## config.mk

```make
export PLATFORM = sky130hd
export DESIGN_NAME = hdlc_addr_filter
export DESIGN_NICKNAME = d
export VERILOG_FILES = /design/src/rtl/haf_pkg.sv /design/src/rtl/haf_compare.sv /design/src/rtl/haf_ctrl.sv /design/src/rtl/haf_outstage.sv /design/src/rtl/hdlc_addr_filter.sv
export SDC_FILE = /design/constraint.sdc
export NUM_CORES = 1
export LEC_CHECK = 0
export BUFFER_PORTS_ARGS = -buffer_cell sky130_fd_sc_hd__buf_2
export CAP_MARGIN = 5
export CORE_MARGIN = 2
export CORE_UTILIZATION = 45
export CTS_CLUSTER_DIAMETER = 200
export CTS_CLUSTER_SIZE = 16
export DETAILED_ROUTE_END_ITERATION = 16
export PLACE_DENSITY = 0.72
export SYNTH_ARGS = -nofsm -noshare
export SYNTH_HDL_FRONTEND = slang
export SYNTH_SLANG_ARGS = --single-unit
```

## constraint.sdc

```tcl
create_clock -name clk -period 7.4 [get_ports clk]
set_clock_uncertainty 0.05 [all_clocks]
set_input_delay 0.37 -clock clk [delete_from_list [all_inputs] [get_ports clk]]
set_output_delay 0.37 -clock clk [all_outputs]
set_load 0.02 [all_outputs]
```

## src/rtl/haf_pkg.sv

```systemverilog
package haf_pkg;
  localparam int BYTE_W = 8;

  typedef logic [BYTE_W-1:0] byte_t;

  typedef struct packed {
    logic  sof;
    logic  eof;
    byte_t data;
  } beat_t;

  typedef enum logic [1:0] {
    KIND_NONE  = 2'd0,
    KIND_PAIR1 = 2'd1,
    KIND_PAIR2 = 2'd2,
    KIND_GROUP = 2'd3
  } kind_e;

  // Bits set in 'wild' are excluded from the comparison.
  function automatic logic masked_eq(byte_t rx, byte_t ref_b, byte_t wild);
    return ((rx ^ ref_b) & ~wild) == '0;
  endfunction

  function automatic logic is_group(byte_t rx, byte_t ga, byte_t gb);
    return (rx == ga) || (rx == gb);
  endfunction
endpackage

```

## src/rtl/haf_compare.sv

```systemverilog
module haf_compare
  import haf_pkg::*;
#(
  parameter byte_t GRP_A = 8'hFE,
  parameter byte_t GRP_B = 8'hFC
) (
  input  logic  wide_mode,
  input  logic  group_en,
  input  byte_t first_b,
  input  byte_t second_b,
  input  byte_t pri_lo,
  input  byte_t pri_hi,
  input  byte_t pri_mask_lo,
  input  byte_t pri_mask_hi,
  input  byte_t alt_lo,
  input  byte_t alt_hi,
  output kind_e kind
);
  logic pair1_hit, pair2_hit, group_hit;

  always_comb begin
    if (wide_mode) begin
      pair1_hit = masked_eq(first_b, pri_hi, pri_mask_hi) &&
                  masked_eq(second_b, pri_lo, pri_mask_lo);
      pair2_hit = (first_b == alt_hi) && (second_b == alt_lo);
    end else begin
      pair1_hit = masked_eq(first_b, pri_lo, pri_mask_lo);
      pair2_hit = (first_b == alt_lo);
    end
  end

  assign group_hit = group_en && is_group(first_b, GRP_A, GRP_B);

  always_comb begin
    if (pair1_hit)      kind = KIND_PAIR1;
    else if (pair2_hit) kind = KIND_PAIR2;
    else if (group_hit) kind = KIND_GROUP;
    else                kind = KIND_NONE;
  end
endmodule

```

## src/rtl/haf_ctrl.sv

```systemverilog
module haf_ctrl
  import haf_pkg::*;
(
  input  logic  clk,
  input  logic  rst_n,
  input  logic  in_valid,
  input  byte_t in_data,
  input  logic  in_sof,
  input  logic  in_eof,
  input  logic  wide_mode,
  input  logic  keep_addr,
  input  kind_e kind,
  output byte_t cmp_first,
  output byte_t cmp_second,
  output logic  n0_v,
  output beat_t n0,
  output logic  n1_v,
  output beat_t n1,
  output logic  stat_valid,
  output kind_e stat_kind
);
  typedef enum logic [1:0] {S_IDLE, S_WAIT2, S_PASS, S_DROP} st_e;

  st_e   state_q, state_d;
  byte_t hold_q;
  logic  lead_q;
  logic  last_q;

  // named events
  logic start_ev, second_ev, decide_ev, hit, accept_ev, body_ev;

  assign start_ev   = in_valid & in_sof;
  assign second_ev  = in_valid & ~in_sof & (state_q == S_WAIT2);
  assign decide_ev  = (start_ev & ~wide_mode) | second_ev;
  assign hit        = (kind != KIND_NONE);
  assign accept_ev  = decide_ev & hit;
  assign body_ev    = in_valid & ~in_sof & (state_q == S_PASS);
  assign cmp_first  = second_ev ? hold_q : in_data;
  assign cmp_second = in_data;

  always_comb begin
    n0_v = 1'b0;
    n0   = '0;
    n1_v = 1'b0;
    n1   = '0;
    if (accept_ev && keep_addr) begin
      n0_v = 1'b1;
      if (second_ev) begin
        n0   = '{sof: 1'b1, eof: 1'b0, data: hold_q};
        n1_v = 1'b1;
        n1   = '{sof: 1'b0, eof: in_eof, data: in_data};
      end else begin
        n0 = '{sof: 1'b1, eof: in_eof, data: in_data};
      end
    end else if (body_ev) begin
      n0_v = 1'b1;
      n0   = '{sof: lead_q, eof: in_eof, data: in_data};
    end
  end

  always_comb begin
    state_d = state_q;
    if (start_ev) begin
      if (in_eof)         state_d = S_IDLE;
      else if (wide_mode) state_d = S_WAIT2;
      else                state_d = hit ? S_PASS : S_DROP;
    end else if (in_valid) begin
      if (state_q == S_WAIT2) state_d = in_eof ? S_IDLE : (hit ? S_PASS : S_DROP);
      else if (in_eof)        state_d = S_IDLE;
    end
  end

  always_ff @(posedge clk) begin
    if (!rst_n) begin
      state_q    <= S_IDLE;
      hold_q     <= '0;
      lead_q     <= 1'b0;
      last_q     <= 1'b0;
      stat_valid <= 1'b0;
      stat_kind  <= KIND_NONE;
    end else begin
      state_q <= state_d;
      if (start_ev) hold_q <= in_data;
      if (accept_ev && !keep_addr)  lead_q <= 1'b1;
      else if (body_ev || start_ev) lead_q <= 1'b0;
      if (decide_ev) begin
        stat_valid <= 1'b1;
        stat_kind  <= kind;
        last_q     <= in_eof;
      end else if (start_ev) begin
        stat_valid <= 1'b0;
        last_q     <= 1'b0;
      end else if (in_valid && in_eof && stat_valid) begin
        last_q <= 1'b1;
      end else if (last_q) begin
        stat_valid <= 1'b0;
        last_q     <= 1'b0;
      end
    end
  end


  decide_sets_status_chk: assert property (@(posedge clk) disable iff (!rst_n)
    decide_ev |=> stat_valid);


  status_stable_chk: assert property (@(posedge clk) disable iff (!rst_n)
    (stat_valid && !decide_ev) |=> $stable(stat_kind));
endmodule

```

## src/rtl/haf_outstage.sv

```systemverilog
module haf_outstage
  import haf_pkg::*;
(
  input  logic  clk,
  input  logic  rst_n,
  input  logic  n0_v,
  input  beat_t n0,
  input  logic  n1_v,
  input  beat_t n1,
  output logic  out_v,
  output beat_t out_b
);
  logic  carry_v;
  beat_t carry_b;

  always_ff @(posedge clk) begin
    if (!rst_n) begin
      out_v   <= 1'b0;
      out_b   <= '0;
      carry_v <= 1'b0;
      carry_b <= '0;
    end else begin
      out_v <= carry_v | n0_v;
      out_b <= carry_v ? carry_b : n0;
      if (carry_v) begin
        carry_v <= n0_v;
        carry_b <= n0;
      end else begin
        carry_v <= n1_v;
        carry_b <= n1;
      end
    end
  end


  no_overflow_chk: assert property (@(posedge clk) disable iff (!rst_n)
    !(carry_v && n1_v));
endmodule

```

## src/rtl/hdlc_addr_filter.sv

```systemverilog
module hdlc_addr_filter
  import haf_pkg::*;
#(
  parameter byte_t GRP_A = 8'hFE,
  parameter byte_t GRP_B = 8'hFC
) (
  input  logic              clk,
  input  logic              rst_n,
  input  logic              in_valid,
  input  logic [BYTE_W-1:0] in_data,
  input  logic              in_sof,
  input  logic              in_eof,
  input  logic              wide_addr,
  input  logic              group_en,
  input  logic              keep_addr,
  input  logic [BYTE_W-1:0] pri_lo,
  input  logic [BYTE_W-1:0] pri_hi,
  input  logic [BYTE_W-1:0] pri_mask_lo,
  input  logic [BYTE_W-1:0] pri_mask_hi,
  input  logic [BYTE_W-1:0] alt_lo,
  input  logic [BYTE_W-1:0] alt_hi,
  output logic              out_valid,
  output logic [BYTE_W-1:0] out_data,
  output logic              out_sof,
  output logic              out_eof,
  output logic              match_valid,
  output logic [1:0]        match_kind
);
  byte_t cmp_first, cmp_second;
  kind_e kind, stat_kind;
  logic  n0_v, n1_v, out_v;
  beat_t n0, n1, out_b;

  haf_compare #(.GRP_A(GRP_A), .GRP_B(GRP_B)) u_cmp (
    .wide_mode(wide_addr), .group_en(group_en),
    .first_b(cmp_first), .second_b(cmp_second),
    .pri_lo(pri_lo), .pri_hi(pri_hi),
    .pri_mask_lo(pri_mask_lo), .pri_mask_hi(pri_mask_hi),
    .alt_lo(alt_lo), .alt_hi(alt_hi),
    .kind(kind)
  );

  haf_ctrl u_ctrl (
    .clk(clk), .rst_n(rst_n),
    .in_valid(in_valid), .in_data(in_data), .in_sof(in_sof), .in_eof(in_eof),
    .wide_mode(wide_addr), .keep_addr(keep_addr), .kind(kind),
    .cmp_first(cmp_first), .cmp_second(cmp_second),
    .n0_v(n0_v), .n0(n0), .n1_v(n1_v), .n1(n1),
    .stat_valid(match_valid), .stat_kind(stat_kind)
  );

  haf_outstage u_out (
    .clk(clk), .rst_n(rst_n),
    .n0_v(n0_v), .n0(n0), .n1_v(n1_v), .n1(n1),
    .out_v(out_v), .out_b(out_b)
  );

  assign out_valid  = out_v;
  assign out_data   = out_b.data;
  assign out_sof    = out_b.sof;
  assign out_eof    = out_b.eof;
  assign match_kind = stat_kind;


  sof_under_accept_chk: assert property (@(posedge clk) disable iff (!rst_n)
    (out_valid && out_sof) |-> (match_valid && match_kind != 2'd0));


  rejected_quiet_chk: assert property (@(posedge clk) disable iff (!rst_n)
    (match_valid && match_kind == 2'd0) |-> !out_valid);
endmodule

```

==> results.cfg <==
[finish]
fin_area_um2 = 3150
syn2layout_area_growth_pct = 16.6
drive_above_1_share = 0.266
final_util = 0.539
nNetsFinal = 467
antenna_cells = 0
fill_cells = 557

[clock_network]
post_cts_buffers = 0
cts_tree = yes
cts.sinks = 37
cts_root_buf = clkbuf_8
cts_max_path_buffers = 2
clock_latency_ns = 0.28
cts_buffers = 5
path_clk_slew_ns = 0.07
cts_resized = 0
hold_buffers = 0
ctsHtreeMaxLevel = 2

[pwr]
p_switching_uw = 133
sw_frac_of_total = 0.291
ir_drop_v = 0.0000784
p_int_uw = 323
p_seq_frac = 0.462
power_density_nw_per_um2 = 145
p_leak_uw = 0.00124
power_frac_comb = 0.231
p_clk_frac = 0.307

[synthesis]
post_synth_instance_area_um2 = 2710
ys_types = 61
synth_nets = 408
syn_inst = 344
synth_edf_count = 0
yosys_warnings = 0
ys_ff_latch = 37
async_reset_ff_frac = 0
synth-seq-area-share = 0.274
avgSynthCellArea_um2 = 7.87
ys.flop_type = dfxtp_1

[floorplan]
die_x_um = 81.6
start_util = 0.463
die_y_um = 81.6
ios = 78
placementRows = 28
core_area_um2 = 5850
die_area_um2 = 6650

[sta]
slew_headroom = 0.576
slew_violations = 0
fmax_ghz = 0.327
finalSetupTns_ns = 0
period_minus_slack_ns = 3.05
setup_viol = 0
hold_viol = 0
setup_slack_ns = 4.35
rsz0062_at_grt = no
finalCritPeriodShare = 0.413
tightest_slew_ns = 0.630

[detailed_routing]
firstDrtPassIters = 4
dr_wl_met2_mm = 3.73
viasPerCell = 5.81
vias = 2778
dr_wl_met3_um = 826
top_layer_used = met4
drc = 0
wl_met1_mm = 3.28
drt-total-wl_mm = 7.98
drtIter0Drc = 289
wl_per_cell_um = 16.7
ant_nets = 0

[worst_setup_path]
crit_fanout = 23
r2r_slack_ns = 4.35
cp-start-kind = register
cp_common_cell = a21oi_4
timing.rr.end = u_out.out_b[4]
crit_chain = nand4bb_1 > buf_4 > mux2i_2 > xnor2_1 > nor4_1 > and4_1 > nor3_2 > a21oi_4 > a21oi_4 > o32ai_2
cp-end-kind = register
reg2reg_depth = 10
slowest_delay_ns = 0.47
cp_slowest_cell = a21oi_4
crit_type = register to register
required_ns = 7.55
critPathArrivalTime_ns = 3.21
rr_startpoint = u_ctrl.state_q[1]

[placement]
place_congestion = 0.930
dp_worst_setup_slack_ns = 4.21
hpwl_mm = 5.93
io_buffer_count = 77
place_area_um2 = 3070

[worst_hold_path]
min-delay-start = in_valid
hp-class = primary input to register
whs_path_depth = 2
hold_end = u_ctrl.state_q[0]

[global_route]
antenna_found_initial = 0
grt_pass1_vias = 2644
overflow = 0
grt_max_degree = 30
grt_pass1_wl_mm = 13.1
grt_usage = 0.257

[outcome]
status = finished, final reports clean

[run]
drv_cap = 0
-- sequential cells by signal, indices dropped and copies added (netlist names) --
name / cells
u_ctrl.hold_q: 8
u_ctrl.lead_q: 1
u_ctrl.last_q: 1
u_out.out_b: 10
u_ctrl.state_q: 2
u_ctrl.stat_valid: 1
u_out.carry_b: 10
u_ctrl.stat_kind: 2
u_out.out_v: 1
u_out.carry_v: 1
-- synthesized netlist by cell type, types with 3 or more instances --
library cell / number / area, um2
dfxtp_1: 37 / 741
nand2_1: 36 / 135
nor2_1: 26 / 97.6
xnor2_1: 23 / 201
a21oi_1: 21 / 105
clkbuf_1: 19 / 71.3
inv_1: 15 / 56.3
xor2_1: 14 / 123
o21ai_0: 13 / 65.1
nand3_1: 10 / 50.1
nor3_1: 9 / 45.0
a22o_1: 7 / 61.3
a31oi_1: 7 / 43.8
nand3b_1: 7 / 52.6
nor4_1: 7 / 43.8
a221oi_1: 6 / 52.6
nand4_1: 6 / 37.5
o22ai_1: 5 / 31.3
buf_2: 4 / 20.0
nand2b_1: 4 / 25.0
o221ai_1: 4 / 35.0
a211oi_1: 3 / 22.5
a21o_1: 3 / 22.5
buf_6: 3 / 33.8
mux2i_2: 3 / 41.3
nor3b_1: 3 / 22.5
o31ai_1: 3 / 22.5
or2_2: 3 / 18.8
or3_1: 3 / 18.8
-- stage by stage --
| stage | hold WS [ns] | std cells | power, uW |
|---|---|---|---|
| 6_report | 0.303 | 478 | 456 |
| 5_1_grt | 0.306 | 478 | 482 |
| 4_1_cts | 0.298 | 478 | 457 |
| 3_5_place_dp | 0.405 | 471 | 319 |
| 3_3_place_gp | 0.395 | 471 | 318 |
| 2_1_floorplan | 0.383 | 344 | 278 |
-- cells in the final DEF, fill, tap and decap left out, types with 4 or more instances in the layout --
cell type,Yosys,routed
nor4_1,7,7
o22ai_1,5,5
nand3b_1,7,7
a221oi_1,6,6
a31oi_1,7,7
nand4_1,6,6
inv_1,15,15
nand2b_1,4,4
a22o_1,7,7
dfxtp_1,37,37
xor2_1,14,14
o221ai_1,4,4
clkbuf_8,0,6
xnor2_1,23,23
buf_2,4,77
nand3_1,10,10
nand2_1,36,36
nor3_1,9,9
o21ai_0,13,13
a21oi_1,21,21
nor2_1,26,26
-- how the worst max path moves through the flow --
stage | start | endpoint | slack [ns] | cells after the start
global route | u_ctrl.state_q[1] | u_out.out_b[4] | 4.11 | 10
floorplan | in_sof | u_out.out_v | 4.90 | 11
detailed placement | in_sof | u_out.out_b[4] | 4.21 | 11
global placement | in_sof | u_out.out_b[4] | 4.21 | 11
CTS | u_ctrl.state_q[1] | u_out.out_b[4] | 4.36 | 10
finish | u_ctrl.state_q[1] | u_out.out_b[4] | 4.35 | 10
-- worst max-delay path, delay by kind of cell, from the launching register on --
kind	cells	cell delay [ns]
compound gates	3	0.86
xor+xnor	1	0.11
buf+inv	1	0.35
flops	1	0.37
mux	1	0.42
simple gates	4	0.78
-- per-layer routing --
metal,GRT usage,vias up
met5,0,-
met4,0.0661,0
met3,0.0484,15
met2,0.426,143
met1,0.342,1266
li1,-,1354
-- power groups by stage --
| stage | clock [uW] | combinational, uW | sequential (uW) |
|---|---|---|---|
| 2_1_floorplan | 0 | 65.5 | 212 |
| 3_3_place_gp | 0 | 103 | 215 |
| 3_5_place_dp | 0 | 104 | 215 |
| 4_1_cts | 142 | 105 | 210 |
| 5_1_grt | 155 | 117 | 211 |
| 6_report | 140 | 105 | 210 |
-- layout make-up --
| type | count | area (um2) | area share |
|---|---|---|---|
| multi-input cells | 266 | 1780 | 0.566 |
| clock buffers | 7 | 86.3 | 0.0274 |
| inverters | 15 | 56.3 | 0.0179 |
| repair buffers | 78 | 393 | 0.125 |
| well taps | 75 | 93.8 | 0.0298 |
| flip-flops and latches | 37 | 741 | 0.235 |
-- kinds of logic after synthesis --
group | count (synthesis) | share of synthesized area
simple gates | 127 | 0.246
compound gates | 93 | 0.245
buf+inv | 41 | 0.0670
xor+xnor | 37 | 0.120
flops | 37 | 0.274
mux | 9 | 0.0476
No activity file was read; power rests on OpenSTA's default activity.
